===== src/rtl/fault_esc_pkg.sv =====
package fault_esc_pkg;
  typedef enum logic [1:0] {
    CTX_THREAD = 2'd0,
    CTX_CFG    = 2'd1,
    CTX_HARD   = 2'd2,
    CTX_NMI    = 2'd3
  } ctx_e;

  typedef struct packed {
    logic setBusPrec;
    logic setBusImp;
    logic setMem;
    logic setForced;
    logic setAsyncHard;
  } recStrb_t;
endpackage


===== src/rtl/fault_esc_ctl.sv =====
module fault_esc_ctl
  import fault_esc_pkg::*;
(
  input  logic       clk,
  input  logic       rstN,
  input  logic       faultValid,
  input  logic       faultIsMem,
  input  logic       faultIsStore,
  input  logic       faultFromDbg,
  input  logic [1:0] ctxMode,
  input  logic       busEn,
  input  logic       memEn,
  input  logic       nmiReq,
  input  logic       dbgHaltReq,
  output recStrb_t   strb,
  output logic       pendBus,
  output logic       pendMem,
  output logic       pendHard,
  output logic       dbgFault,
  output logic       lockup
);
  logic isAsync, isSync, inCrit, tgtEn, goLock, lockFromNmi;
  logic nxtPendBus, nxtPendMem, nxtPendHard;

  always_comb begin
    isAsync = faultValid & ~faultFromDbg & ~faultIsMem & faultIsStore;
    isSync  = faultValid & ~faultFromDbg & ~isAsync;
    inCrit  = (ctxMode == CTX_HARD) || (ctxMode == CTX_NMI);
    tgtEn   = faultIsMem ? memEn : busEn;
    goLock  = isSync & inCrit & ~lockup;

    strb.setBusPrec   = isSync & ~faultIsMem;
    strb.setMem       = isSync & faultIsMem;
    strb.setBusImp    = isAsync;
    strb.setAsyncHard = isAsync & ~busEn & ~lockup;
    strb.setForced    = isSync & ~inCrit & ~tgtEn & ~lockup;

    nxtPendBus  = ~lockup & ((isAsync & busEn) | (isSync & ~inCrit & ~faultIsMem & busEn));
    nxtPendMem  = ~lockup & isSync & ~inCrit & faultIsMem & memEn;
    nxtPendHard = ~lockup & ((isAsync & ~busEn) | (isSync & ~inCrit & ~tgtEn));
  end

  always_ff @(posedge clk or negedge rstN) begin
    if (!rstN) begin
      pendBus     <= 1'b0;
      pendMem     <= 1'b0;
      pendHard    <= 1'b0;
      dbgFault    <= 1'b0;
      lockup      <= 1'b0;
      lockFromNmi <= 1'b0;
    end else begin
      pendBus  <= nxtPendBus;
      pendMem  <= nxtPendMem;
      pendHard <= nxtPendHard;
      dbgFault <= faultValid & faultFromDbg;
      if (lockup) begin
        if (dbgHaltReq || (nmiReq && !lockFromNmi)) lockup <= 1'b0;
      end else if (goLock) begin
        lockup      <= 1'b1;
        lockFromNmi <= (ctxMode == CTX_NMI);
      end
    end
  end
endmodule


===== src/rtl/fault_esc_dp.sv =====
module fault_esc_dp
  import fault_esc_pkg::*;
#(
  parameter int ADDR_W = 32
) (
  input  logic              clk,
  input  logic              rstN,
  input  recStrb_t          strb,
  input  logic [ADDR_W-1:0] faultAddr,
  input  logic [2:0]        busClr,
  input  logic [1:0]        memClr,
  input  logic [1:0]        hardClr,
  output logic [2:0]        busStat,
  output logic [1:0]        memStat,
  output logic [1:0]        hardStat,
  output logic [ADDR_W-1:0] busAddr,
  output logic [ADDR_W-1:0] memAddr
);
  always_ff @(posedge clk or negedge rstN) begin
    if (!rstN) begin
      busStat  <= '0;
      memStat  <= '0;
      hardStat <= '0;
      busAddr  <= '0;
      memAddr  <= '0;
    end else begin
      busStat[0]  <= strb.setBusPrec   | (busStat[0]  & ~busClr[0]);
      busStat[1]  <= strb.setBusImp    | (busStat[1]  & ~busClr[1]);
      memStat[0]  <= strb.setMem       | (memStat[0]  & ~memClr[0]);
      hardStat[0] <= strb.setForced    | (hardStat[0] & ~hardClr[0]);
      hardStat[1] <= strb.setAsyncHard | (hardStat[1] & ~hardClr[1]);

      if (strb.setBusPrec && !busStat[2]) begin
        busStat[2] <= 1'b1;
        busAddr    <= faultAddr;
      end else if (busClr[2]) begin
        busStat[2] <= 1'b0;
      end

      if (strb.setMem && !memStat[1]) begin
        memStat[1] <= 1'b1;
        memAddr    <= faultAddr;
      end else if (memClr[1]) begin
        memStat[1] <= 1'b0;
      end
    end
  end
endmodule


===== src/rtl/fault_esc_top.sv =====
module fault_esc_top
  import fault_esc_pkg::*;
#(
  parameter int ADDR_W = 32
) (
  input  logic              clk,
  input  logic              rstN,
  input  logic              faultValid,
  input  logic              faultIsMem,
  input  logic              faultIsStore,
  input  logic              faultFromDbg,
  input  logic [ADDR_W-1:0] faultAddr,
  input  logic [1:0]        ctxMode,
  input  logic              busEn,
  input  logic              memEn,
  input  logic              nmiReq,
  input  logic              dbgHaltReq,
  input  logic [2:0]        busClr,
  input  logic [1:0]        memClr,
  input  logic [1:0]        hardClr,
  output logic              pendBus,
  output logic              pendMem,
  output logic              pendHard,
  output logic              dbgFault,
  output logic              lockup,
  output logic [2:0]        busStat,
  output logic [1:0]        memStat,
  output logic [1:0]        hardStat,
  output logic [ADDR_W-1:0] busAddr,
  output logic [ADDR_W-1:0] memAddr
);
  recStrb_t strb;

  fault_esc_ctl uCtl (
    .clk(clk), .rstN(rstN), .faultValid(faultValid), .faultIsMem(faultIsMem),
    .faultIsStore(faultIsStore), .faultFromDbg(faultFromDbg), .ctxMode(ctxMode),
    .busEn(busEn), .memEn(memEn), .nmiReq(nmiReq), .dbgHaltReq(dbgHaltReq),
    .strb(strb), .pendBus(pendBus), .pendMem(pendMem), .pendHard(pendHard),
    .dbgFault(dbgFault), .lockup(lockup)
  );

  fault_esc_dp #(.ADDR_W(ADDR_W)) uDp (
    .clk(clk), .rstN(rstN), .strb(strb), .faultAddr(faultAddr),
    .busClr(busClr), .memClr(memClr), .hardClr(hardClr),
    .busStat(busStat), .memStat(memStat), .hardStat(hardStat),
    .busAddr(busAddr), .memAddr(memAddr)
  );
endmodule


===== config.mk =====
export PLATFORM = sky130hd
export DESIGN_NAME = fault_esc_top
export DESIGN_NICKNAME = d
export VERILOG_FILES = /design/src/rtl/fault_esc_pkg.sv /design/src/rtl/fault_esc_ctl.sv /design/src/rtl/fault_esc_dp.sv /design/src/rtl/fault_esc_top.sv
export SDC_FILE = /design/constraint.sdc
export NUM_CORES = 1
export LEC_CHECK = 0
export BUFFER_PORTS_ARGS = -buffer_cell sky130_fd_sc_hd__buf_2
export CORE_MARGIN = 4
export CORE_UTILIZATION = 51
export DETAILED_ROUTE_END_ITERATION = 8
export HOLD_SLACK_MARGIN = 0.15
export PLACE_DENSITY = 0.85
export SYNTH_ARGS = -nofsm -noshare
export SYNTH_HDL_FRONTEND = slang
export SYNTH_SLANG_ARGS = --single-unit
export TNS_END_PERCENT = 30

===== constraint.sdc =====
create_clock -name clk -period 2.98 [get_ports clk]
set_input_delay 0.149 -clock clk [delete_from_list [all_inputs] [get_ports clk]]
set_output_delay 0.149 -clock clk [all_outputs]
set_load 0.01 [all_outputs]

==> key figures <==
Finish
  – Final Non-Filler Cells: 442
  – Layout Nets: 415
  – Area grow syn2layout: 45.8%
  – Layout cells sized above 1: 0.561
  – Fillers: 355

Placement
  – Dpl hpwl: 4.53 mm
  – # port buffers: between 100 and 150
  – Placer Congestion: 0.734
  – Placed cells: roughly 380

Timing
  – Max frequency: 497 MHz
  – Clock skew: roughly 8.7 ps
  – Min cycle time layout: 2010 ps
  – Setup_tns: 0 ps
  – Slew margin rel.: 0.382
  – Count of final max-slew check failures: 0
  – Worst slew pin tran: ~930 ps
  – RSZ-0062 raised after global routing: false
  – Final setup violation count: 0
  – Final worst-path cycle share: 0.675
  – Final Hold Fails: 0
  – Hold_ws: approximately 170 ps

Setup path
  – CP Cell Sequence: dlygate4sd3_1, buf_2, nand2b_1, nor3b_4, buf_4, mux2_2
  – CP max stage delay: ~540 ps
  – CP Data Arrival Time: 2220 ps
  – Worst Setup Start Kind: input pin
  – Worst endpoint required time: between 3000 and 4000 ps
  – Critical path class: in -> reg
  – Worst R2R End: uCtl.lockup
  – Slowest-stage cell, CP: dlygate4sd3_1
  – CP Max Fanout: 33
  – R2R cell count: 5
  – CP startpoint: faultFromDbg
  – CP Capture Type: flop
  – Register-to-register setup slack: a little over 1000 ps
  – Worst R2R Start: uCtl.lockFromNmi

Clocking
  – H-tree lvl count: 3
  – CTS Buffer Depth: 2
  – Clk slew on worst S/H paths: 80 ps
  – Clk sinks: a little under 80
  – CTS Root Cell: clkbuf_8
  – Post-CTS setup buffers: 0
  – CTS tree: done
  – Worst-skew pair later-pin latency: between 300 and 400 ps
  – Total CTS buffers: 9

Floorplan
  – Die height: 84.5 um
  – Die ar.: 7130 sq um
  – IO Count: 127
  – Std-Cell Rows: 27
  – Width of the die: 84.5 um
  – Core area: 5570 sq um
  – Initial Utilization: 0.535

Synthesis
  – Synth top area cells: dfrtp_1, mux2_2, buf_6, mux2_1, nand2b_1
  – Synth Flop Type: dfrtp_1
  – Area leader, netlist: dfrtp_1
  – Distinct cells, synth: 25
  – Number of synthesized flops with an enable pin: 0
  – Mapped Cells: 184
  – Async S/R FF share, synth: 1.00
  – FF+latch count, synth: 77
  – Syn Area/Cell: roughly 16 sq um
  – Sequential element share of the synthesized area: 0.646
  – Yosys warns: 0
  – Post-Syn Area: 2980 sq um
  – Mapped Nets: 235
  – Synth top cells by count: dfrtp_1, mux2_2, buf_6
  – Synth top area share: 0.646
  – Top-count cell post-synth: dfrtp_1

GRT
  – First-pass GRT wire length: 12.2 mm
  – Largest net degree at the start of global routing: 78
  – Gr ovfl total: 0
  – GRT Overall Usage: 0.221
  – Vias in the first global route: 2,427
  – Initial antenna violation count: 1

Detailed routing
  – DR pass1 iterations: 5
  – Routed len/inst: 17.0 um
  – DRC: 0
  – Via count: 2,174
  – ANT nets after route: 0
  – Vias/cell: 4.92
  – DRT Wirelength: 7.52 mm
  – 1st-iter DRT viols: 29

Power and ir drop
  – VDD IR-drop max: 520 uV
  – Pleak: 0.00214 uW
  – Tot Pwr: slightly below 3000 uW
  – PD cells: 673 nW/um^2

Run
  – Max capacitance violation total: 0

Hold path
  – HP Class: in -> reg
  – Hold path depth: 3
  – HP Start: hardClr[0]
  – WHS Endpoint: uDp.hardStat[0]

Status
  – Status: complete, no violations
## where the power goes
group / internal [uW] / switching [uW] / leakage, uW / total, uW
combinational: 371 / 322 / 0.00110 / 693
clock: 474 / 388 / 0.000102 / 862
sequential: 1260 / 112 / 0.000938 / 1370
total: 2100 / 822 / 0.00214 / 2930
## sequential cells by signal, indices dropped and copies added, names as in the netlist
signal            count
uDp.busAddr          32
uCtl.pendMem          1
uCtl.dbgFault         1
uDp.busStat           3
uDp.memAddr          32
uCtl.pendBus          1
uDp.hardStat          2
uCtl.pendHard         1
uCtl.lockFromNmi      1
uCtl.lockup           1
uDp.memStat           2
## how the worst max path moves through the flow
stage | end | slack [ps] | cells past startpoint
5_1_grt | uDp.memAddr[11] | 880 | 6
2_1_floorplan | uDp.busAddr[10] | 1460 | 3
6_report | uDp.memAddr[22] | 970 | 6
4_1_cts | uDp.memAddr[16] | 1050 | 6
3_5_place_dp | uDp.memAddr[16] | 1240 | 5
3_3_place_gp | uDp.memAddr[20] | 1290 | 5
## cell usage in the layout, fill, tap and decap left out, drive strengths merged
| cell | count |
|---|---|
| diode | 1 |
| buf | 129 |
| nand4b | 1 |
| and3 | 1 |
| o21ai | 1 |
| inv | 5 |
| o32a | 1 |
| nor3 | 2 |
| and2b | 1 |
| o22ai | 1 |
| o41ai | 1 |
| dfrtp | 77 |
| nor4 | 2 |
| nor3b | 1 |
| a21o | 2 |
| clkbuf | 9 |
| bufinv | 2 |
| nand2 | 3 |
| dlygate4sd3 | 48 |
| a41o | 1 |
| and2 | 1 |
| nor2b | 2 |
| clkinv | 2 |
| clkinvlp | 3 |
| nand2b | 6 |
| mux2 | 65 |
| o32ai | 1 |
| nand3b | 1 |
## logic make-up after synthesis
family,Yosys count,synth area share
compound gates,8,0.0214
simple gates,21,0.0516
buf+inv,13,0.0353
mux,65,0.245
flops,77,0.646
## cell type report
cell class / instances / area, sq um / area share
Sequential cell: 77 / 1930 / 0.443
Clock inverter: 7 / 100 / 0.0230
Antenna cell: 1 / 2.50 / 0.000576
Multi-Input combinational cell: 94 / 950 / 0.218
Tap cell: 72 / 90.1 / 0.0207
Timing Repair Buffer: 177 / 1140 / 0.261
Inverter: 5 / 18.8 / 0.00432
Clock buffer: 9 / 124 / 0.0285
## stage by stage
step | utilization | worst slack, ps | cell area, sq um
floorplan | - | 1460 | 2980
global placement | 0.653 | 1290 | 3640
detailed placement | 0.653 | 1240 | 3640
CTS | 0.780 | 1050 | 4350
global route | 0.780 | 884 | 4350
finish | 0.780 | 968 | 4350
## critical path, delay by kind of cell
kind                   cells  cell delay [ps]
buffers and inverters      3             1090
AND/OR/NAND/NOR            2              570
multiplexers               1              400
## routing by layer
metal  share of wire  up-vias  global-route usage
met2            0.54       88               0.403
met1            0.37     1051               0.238
li1                -     1010                   -
met4           0.039        0               0.118
met3           0.056       25              0.0491
met5               0        -                   0
## what timing repair did
| action | in CTS | in global routing |
|---|---|---|
| hold buffers | 48 | 0 |
| endpoints found under the hold margin | 153 | 0 |
| resized for setup | 0 | 0 |
Note: power is estimated with default switching activity, not from simulation.
